## config.mk

```make
export PLATFORM = sky130hd
export DESIGN_NAME = cplx_gain_scaler
export DESIGN_NICKNAME = d
export VERILOG_FILES = /design/src/rtl/cgs_pkg.sv /design/src/rtl/cgs_gain_reg.sv /design/src/rtl/cgs_pipe_ctl.sv /design/src/rtl/cgs_mul_direct.sv /design/src/rtl/cgs_mul_lanes.sv /design/src/rtl/cplx_gain_scaler.sv
export SDC_FILE = /design/constraint.sdc
export NUM_CORES = 2
export LEC_CHECK = 0
export CORE_MARGIN = 3
export CORE_UTILIZATION = 37
export DETAILED_ROUTE_END_ITERATION = 10
export PLACE_DENSITY = 0.63
export SLEW_MARGIN = 0
export SYNTH_ARGS = -nofsm -noshare
export SYNTH_HDL_FRONTEND = slang
export SYNTH_SLANG_ARGS = --single-unit
```

## constraint.sdc

```tcl
create_clock -name clk -period 9.1 [get_ports clk]
set_clock_uncertainty 0.2 [all_clocks]
set_input_delay 1.82 -clock clk [delete_from_list [all_inputs] [get_ports clk]]
set_output_delay 1.82 -clock clk [all_outputs]
set_load 0.005 [all_outputs]
```

## src/rtl/cgs_pkg.sv

```systemverilog
package cgs_pkg;

   // Multiply core variant selected at build time
   typedef enum logic {
      CORE_DIRECT = 1'b0,
      CORE_LANES  = 1'b1
   } cgs_core_e;

endpackage

```

## src/rtl/cgs_gain_reg.sv

```systemverilog
module cgs_gain_reg #(
   parameter int GAIN_W    = 16,
   parameter int ADDR_W    = 4,
   parameter int GAIN_INIT = 1
) (
   input  logic              clk,
   input  logic              rst,
   input  logic              we,
   input  logic [ADDR_W-1:0] waddr,
   input  logic [GAIN_W-1:0] wdata,
   input  logic [ADDR_W-1:0] raddr,
   output logic [GAIN_W-1:0] rdata,
   output logic [GAIN_W-1:0] gain
);

   localparam logic [GAIN_W-1:0] INIT_V = GAIN_W'(GAIN_INIT);
   localparam logic [ADDR_W-1:0] GAIN_OFS = '0;

   always_ff @(posedge clk) begin
      if (rst) begin
         gain <= INIT_V;
      end else if (we && (waddr == GAIN_OFS)) begin
         gain <= wdata;
      end
   end

   always_comb begin
      rdata = '0;
      if (raddr == GAIN_OFS) begin
         rdata = gain;
      end
   end

endmodule

```

## src/rtl/cgs_pipe_ctl.sv

```systemverilog
module cgs_pipe_ctl #(
   parameter int STAGES = 2
) (
   input  logic              clk,
   input  logic              rst,
   input  logic              in_valid,
   output logic              in_ready,
   input  logic              out_ready,
   output logic [STAGES-1:0] adv,
   output logic [STAGES-1:0] valid
);

   logic [STAGES:0] go;
   logic [STAGES:0] feed;

   assign go[STAGES] = out_ready;
   assign feed[0]    = in_valid;
   assign in_ready   = go[0];

   for (genvar k = 0; k < STAGES; k++) begin : g_stage
      // A stage may take new data when empty or when its own content moves on
      assign go[k]     = !valid[k] || go[k+1];
      assign adv[k]    = go[k];
      assign feed[k+1] = valid[k];

      always_ff @(posedge clk) begin
         if (rst) begin
            valid[k] <= 1'b0;
         end else if (go[k]) begin
            valid[k] <= feed[k];
         end
      end
   end

endmodule

```

## src/rtl/cgs_mul_direct.sv

```systemverilog
module cgs_mul_direct #(
   parameter int COMP_W = 16,
   parameter int GAIN_W = 16,
   localparam int PROD_W = COMP_W + GAIN_W
) (
   input  logic [COMP_W-1:0] re_i,
   input  logic [COMP_W-1:0] im_i,
   input  logic [GAIN_W-1:0] gain_i,
   output logic [PROD_W-1:0] re_o,
   output logic [PROD_W-1:0] im_o
);

   logic signed [PROD_W-1:0] re_x, im_x, g_x;

   assign re_x = PROD_W'($signed(re_i));
   assign im_x = PROD_W'($signed(im_i));
   assign g_x  = PROD_W'($signed(gain_i));

   assign re_o = re_x * g_x;
   assign im_o = im_x * g_x;

endmodule

```

## src/rtl/cgs_mul_lanes.sv

```systemverilog
module cgs_mul_lanes #(
   parameter int COMP_W = 16,
   parameter int GAIN_W = 16,
   parameter int LANE_W = 40,
   localparam int PROD_W = COMP_W + GAIN_W,
   localparam int DOUT_W = 2 * LANE_W
) (
   input  logic [COMP_W-1:0] re_i,
   input  logic [COMP_W-1:0] im_i,
   input  logic [GAIN_W-1:0] gain_i,
   output logic [PROD_W-1:0] re_o,
   output logic [PROD_W-1:0] im_o
);

   // Core operand order: real part low, imaginary part high
   logic [2*COMP_W-1:0] b_word;
   logic [2*GAIN_W-1:0] a_word;
   logic [DOUT_W-1:0]   dout;
   logic signed [LANE_W-1:0] lane_re, lane_im, b_re, b_im, a_re;
   logic lane_unused_pad;

   assign b_word = {im_i, re_i};
   assign a_word = {{GAIN_W{1'b0}}, gain_i};

   assign b_re = LANE_W'($signed(b_word[COMP_W-1:0]));
   assign b_im = LANE_W'($signed(b_word[2*COMP_W-1:COMP_W]));
   assign a_re = LANE_W'($signed(a_word[GAIN_W-1:0]));

   // Each product sign-extended across its own padded lane
   assign lane_re = b_re * a_re;
   assign lane_im = b_im * a_re;
   assign dout    = {lane_im, lane_re};

   // Swap back and keep the low bits of each lane
   assign re_o = dout[PROD_W-1:0];
   assign im_o = dout[LANE_W+PROD_W-1:LANE_W];

   assign lane_unused_pad = ^{dout[DOUT_W-1:LANE_W+PROD_W], dout[LANE_W-1:PROD_W], a_word[2*GAIN_W-1:GAIN_W]};

endmodule

```

## src/rtl/cplx_gain_scaler.sv

```systemverilog
module cplx_gain_scaler
   import cgs_pkg::*;
#(
   parameter int        COMP_W    = 16,
   parameter int        GAIN_W    = 16,
   parameter int        LANE_W    = 40,
   parameter int        ADDR_W    = 4,
   parameter int        GAIN_INIT = 1,
   parameter cgs_core_e CORE      = CORE_DIRECT,
   localparam int       IN_W      = 2 * COMP_W,
   localparam int       PROD_W    = COMP_W + GAIN_W,
   localparam int       OUT_W     = 2 * PROD_W
) (
   input  logic              clk,
   input  logic              rst,
   input  logic [IN_W-1:0]   s_tdata,
   input  logic              s_tlast,
   input  logic              s_tvalid,
   output logic              s_tready,
   output logic [OUT_W-1:0]  m_tdata,
   output logic              m_tlast,
   output logic              m_tvalid,
   input  logic              m_tready,
   input  logic              cfg_we,
   input  logic [ADDR_W-1:0] cfg_waddr,
   input  logic [GAIN_W-1:0] cfg_wdata,
   input  logic [ADDR_W-1:0] cfg_raddr,
   output logic [GAIN_W-1:0] cfg_rdata
);

   localparam int STAGES = 2;

   if (COMP_W < 2 || GAIN_W < 2) begin : g_bad_width
      $error("component and gain widths must be at least 2");
   end
   if (CORE == CORE_LANES && LANE_W <= PROD_W) begin : g_bad_lane
      $error("lane width must exceed the product width");
   end
   if (ADDR_W < 1) begin : g_bad_addr
      $error("address width must be at least 1");
   end

   logic [GAIN_W-1:0] gain;
   logic [STAGES-1:0] adv, valid;

   logic [COMP_W-1:0] st1_re, st1_im;
   logic [GAIN_W-1:0] st1_gain;
   logic              st1_last;
   logic [PROD_W-1:0] prod_re, prod_im;
   logic [PROD_W-1:0] out_re, out_im;
   logic              out_last;

   cgs_gain_reg #(
      .GAIN_W   (GAIN_W),
      .ADDR_W   (ADDR_W),
      .GAIN_INIT(GAIN_INIT)
   ) u_gain_reg (
      .clk  (clk),
      .rst  (rst),
      .we   (cfg_we),
      .waddr(cfg_waddr),
      .wdata(cfg_wdata),
      .raddr(cfg_raddr),
      .rdata(cfg_rdata),
      .gain (gain)
   );

   cgs_pipe_ctl #(
      .STAGES(STAGES)
   ) u_pipe_ctl (
      .clk      (clk),
      .rst      (rst),
      .in_valid (s_tvalid),
      .in_ready (s_tready),
      .out_ready(m_tready),
      .adv      (adv),
      .valid    (valid)
   );

   // Stage 1: capture sample, gain and packet end together
   always_ff @(posedge clk) begin
      if (adv[0]) begin
         st1_re   <= s_tdata[IN_W-1:COMP_W];
         st1_im   <= s_tdata[COMP_W-1:0];
         st1_gain <= gain;
         st1_last <= s_tlast;
      end
   end

   if (CORE == CORE_LANES) begin : g_lanes
      cgs_mul_lanes #(
         .COMP_W(COMP_W),
         .GAIN_W(GAIN_W),
         .LANE_W(LANE_W)
      ) u_mul (
         .re_i  (st1_re),
         .im_i  (st1_im),
         .gain_i(st1_gain),
         .re_o  (prod_re),
         .im_o  (prod_im)
      );
   end else begin : g_direct
      cgs_mul_direct #(
         .COMP_W(COMP_W),
         .GAIN_W(GAIN_W)
      ) u_mul (
         .re_i  (st1_re),
         .im_i  (st1_im),
         .gain_i(st1_gain),
         .re_o  (prod_re),
         .im_o  (prod_im)
      );
   end

   // Stage 2: registered products
   always_ff @(posedge clk) begin
      if (adv[1]) begin
         out_re   <= prod_re;
         out_im   <= prod_im;
         out_last <= st1_last;
      end
   end

   assign m_tdata  = {out_re, out_im};
   assign m_tlast  = out_last;
   assign m_tvalid = valid[1];

endmodule

```

Yosys cells after proc, flatten, opt, wreduce, memory -nomap -nowiden. Cells that the tools add are included.

Multiplexer cells: 1. Multiply operators: 2. Reduce and logical (&&, ||, !) cells: 7.

Operator list (number): 16-bit by 16-bit multiplier with 32-bit output (2); 16-bit two-way mux (1); 4-bit logical NOT (2); 1-bit logical NOT (2); 1-bit logical OR (2); 1-bit logical AND (1).

Bits of input ports: 62. Register bits: 132. Word-level logic and storage cells: 20. Output and inout bits: 83.

Longest topological paths before layout.
Depth in word-level cells: 3. Gate-level depth with buffers: 23.

Hierarchy. Synthesis repeated with hierarchy kept, for this count alone.

Cell total of the unflattened synthesis: 2390. Area total of the unflattened synthesis: 23984.3 sq um.

By module, submodules not included: cgs_mul_direct (times used 1, cells each 2178, area each 19626.3 sq um, sequential area each 0.0 sq um); cplx_gain_scaler (times used 1, cells each 114, area each 3423.3 sq um, sequential area each 3423.3 sq um); cgs_gain_reg (times used 1, cells each 89, area each 855.8 sq um, sequential area each 320.3 sq um); cgs_pipe_ctl (times used 1, cells each 9, area each 78.8 sq um, sequential area each 40.0 sq um).

Least setup slack after synthesis. OpenSTA, ideal clock, no wires.

Kind: flip-flop to flip-flop. Start: register st1_im[15]. End: register out_im[31], data pin. Required time: 8.640 ns. Stages on the path, launching flop included: 20. Slack: 2.611 ns. Arrival: 6.029 ns. Buffers on the path: 1. Cell sequence: edfxtp_1 > clkbuf_1 > nand2_1 > inv_1 > fa_1 > fa_1 > fa_1 > fa_1 > fa_1 > inv_1 > fa_1 > inv_1 > ha_1 > a21o_1 > a21o_1 > a2111o_1 > o221ai_1 > o2111ai_1 > a21oi_1 > xnor2_1.

Cells in the longest elaborated chain, start to end: 1.

Ends and longest elaborated chain: start, declared (RTL line cplx_gain_scaler.sv:46) `logic [COMP_W-1:0] st1_re, st1_im;`; start signal, assigned (RTL line cplx_gain_scaler.sv:84) `st1_im <= s_tdata[COMP_W-1:0];`; 16-bit by 16-bit multiplier with 32-bit output (RTL line cgs_mul_direct.sv:20) `assign im_o = im_x * g_x;`; via g_direct.u_mul.im_o[31] (RTL line cgs_mul_direct.sv:10) `output logic [PROD_W-1:0] im_o`; end signal, assigned (RTL line cplx_gain_scaler.sv:119) `out_im <= prod_im;`; end, declared (RTL line cplx_gain_scaler.sv:50) `logic [PROD_W-1:0] out_re, out_im;`.

The timed path passes the listed nets, and every way through them passes these cells. A chain may end at the register's enable or synchronous reset.

Worst setup path in the final report.
Start: register st1_gain[1]. End: register out_re[31], data pin.

Cells in the longest elaborated chain, start to end: 1.

Ends and longest elaborated chain: start, declared (RTL line cplx_gain_scaler.sv:47) `logic [GAIN_W-1:0] st1_gain;`; start signal, assigned (RTL line cplx_gain_scaler.sv:85) `st1_gain <= gain;`; 16-bit by 16-bit multiplier with 32-bit output (RTL line cgs_mul_direct.sv:19) `assign re_o = re_x * g_x;`; via g_direct.u_mul.re_o[31] (RTL line cgs_mul_direct.sv:9) `output logic [PROD_W-1:0] re_o,`; end signal, assigned (RTL line cplx_gain_scaler.sv:118) `out_re <= prod_re;`; end, declared (RTL line cplx_gain_scaler.sv:50).

The timed path passes the listed nets, and every way through them passes these cells.

==> metrics.txt <==
initial antenna violation count=0; clock root buffer=clkbuf_16; status=completed; class of the most critical setup path=flop to flop; Die Y=around 260 um; final worst setup slack=between 1.5 and 2 ns; clock tree buffer depth=2; Avg Inst Size Synth=9.97 um2; WL final=53500 um; synthesized instance count=2384; global-route wire length before repair=91700 um; worst-path cell chain=buf_4 > nand2_1 > inv_1 > fa_1 > fa_1 > fa_1 > fa_1 > fa_1 > inv_1 > fa_1 > inv_1 > ha_1 > a21oi_1 > o21ai_0 > a21oi_1 > o21ai_0 > a221oi_1 > o31ai_1 > a21oi_1 > xnor2_1; Max IR drop VDD=approximately 0.000082 V; synth warn=0; period utilization=0.796; worst hold slack=between 0.2 and 0.25 ns; vias per cell=4.85; Least-Margin Pin Slew=approximately 1.2 ns; unrepaired setup endpoints after global routing=false; top_reg_cell synth=edfxtp_1; min-delay worst type=flop to flop; DR pass1 iterations=5; setup TNS=0 ns; Tmin final=7.25 ns; CP most frequent cell=fa_1; Cell Area, Placed=around 0.026 mm2; delay-heaviest family, CP=adder cells; Vias=16200; gr usage total=0.172; Post-CTS Setup Bufs=0; dpl hpwl=42300 um; pwr dens=112 mW/mm2; Yosys reg bits=roughly 130; CP required=between 9 and 10 ns; H-tree depth=4; global route overflow=0; Final Non-Filler Cells=roughly 3300; clk_lat worst skew=just under 0.5 ns; most common cell after layout, fill and taps aside=inv_1; number of port buffers=144; leak pwr=between 10 and 15 nW; IO Pins=145; gp weighted congestion=0.851; Layout area overhead=12.0%; fin nets=between 3000 and 4000; PostCTS Resize Cnt=0; pre-CTS setup slack=1.91 ns; CTS tree=done; Setup crit end kind=flop; Worst Path Buf+Inv=4; share of layout cells above drive strength 1=0.0233; FP Rows=roughly 90; syn_nets=roughly 3100; maxcap violations=0; fmax=138 MHz; Post-DRT Antenna Nets=0; Slew Viols, Final=0; ys async rst share=0; Clock Sinks=~130; CP startpoint kind=flop; final instance area=0.0266 mm2; Wirelength per Cell=16.0 um; EDFF count, synth=114; Max stage delay on crit path=0.90 ns; Setup violations, final=0; DR DRC count=0; vias in the first global route=18200; Die X=about 260 um; sequential area share after synthesis=0.159; Hold-fix buffers, CTS=0; WP data arrival=7.28 ns; CP Max Fanout=22; Worst-path clk slew=approximately 0.070 ns; largest net degree at the start of global routing=66; cell count after placement=between 3000 and 4000; Post-Route Utilization=0.421; Initial Utilization=0.376; CORE AREA=between 0.06 and 0.07 mm2; Power Total=between 2 and 3 mW; commonest non-fill, non-tap cells in the layout=575 x inv_1, 524 x fa_1, 289 x nand2_1, 264 x and2_1, 164 x ha_1; TritonCTS buffer count=17; post-synth cell types=55; CP max-delay cell=fa_1; relative slew slack=0.199; Final Hold Fails=0; Mapped Area=0.0238 mm2; area of the die=0.0673 mm2; DR iter-0 viols=811
[cell type report]
class / instances / area, um2
Sequential cell: 132 / 3780
Clock buffer: 18 / 429
Inverter: 576 / 2160
Timing Repair Buffer: 160 / 1560
Multi-Input combinational cell: 1588 / 17500
Antenna cell: 1 / 2.50
Clock inverter: 14 / 128
Tap cell: 846 / 1060
Fill cell: 6193 / 36700
[sequential cells by signal, indices dropped and copies added, names as in the netlist]
name,count
out_im,32
out_re,32
st1_gain,16
st1_im,16
st1_re,16
u_gain_reg.gain,16
u_pipe_ctl.valid,2
m_tlast,1
st1_last,1
[cell usage after synthesis, drive strengths merged (9+ instances only)]
cell type	count	share of area
and2	264	0.069
dfxtp	18	0.015
nand2	290	0.046
a21oi	63	0.013
fa	524	0.44
xnor2	57	0.021
a211oi	9	0.0031
nand2b	13	0.0034
a21o	16	0.0051
ha	164	0.086
o21ai	35	0.0074
clkbuf	86	0.014
xor2	11	0.0041
edfxtp	114	0.14
nor2	55	0.0087
inv	576	0.091
[cell families after synthesis]
kind of cell / after synthesis / share of synthesized area
simple gates: 665 / 0.139
compound gates: 167 / 0.0448
xor+xnor: 68 / 0.0250
buf+inv: 664 / 0.105
fa+ha+maj: 688 / 0.527
flops: 132 / 0.159
[routing by layer]
layer / part of all wire / GRT usage / vias to the layer above
met5: 0 / 0 / -
met4: 0.022 / 0.0511 / 0
met3: 0.046 / 0.0299 / 68
met2: 0.52 / 0.302 / 345
met1: 0.41 / 0.217 / 8487
li1: - / - / 7261
[where the power goes]
part           leakage [nW]  switching [mW]  internal, mW
Clock                 0.278           0.316         0.378
Combinational          11.4           0.679         0.668
Sequential             1.37          0.0976         0.836
Total                  13.0            1.09          1.88
[final timing paths]
check | start | endpoint | slack [ns] | cells after the start
worst max-delay path | st1_gain[1] | out_re[31] | 1.85 | 20
worst max register to register | st1_gain[1] | out_re[31] | 1.85 | 20
worst min-delay path | st1_last | m_tlast | 0.23 | 0
worst min register to register | st1_last | m_tlast | 0.23 | 0
No activity file was read; power rests on OpenSTA's default activity.
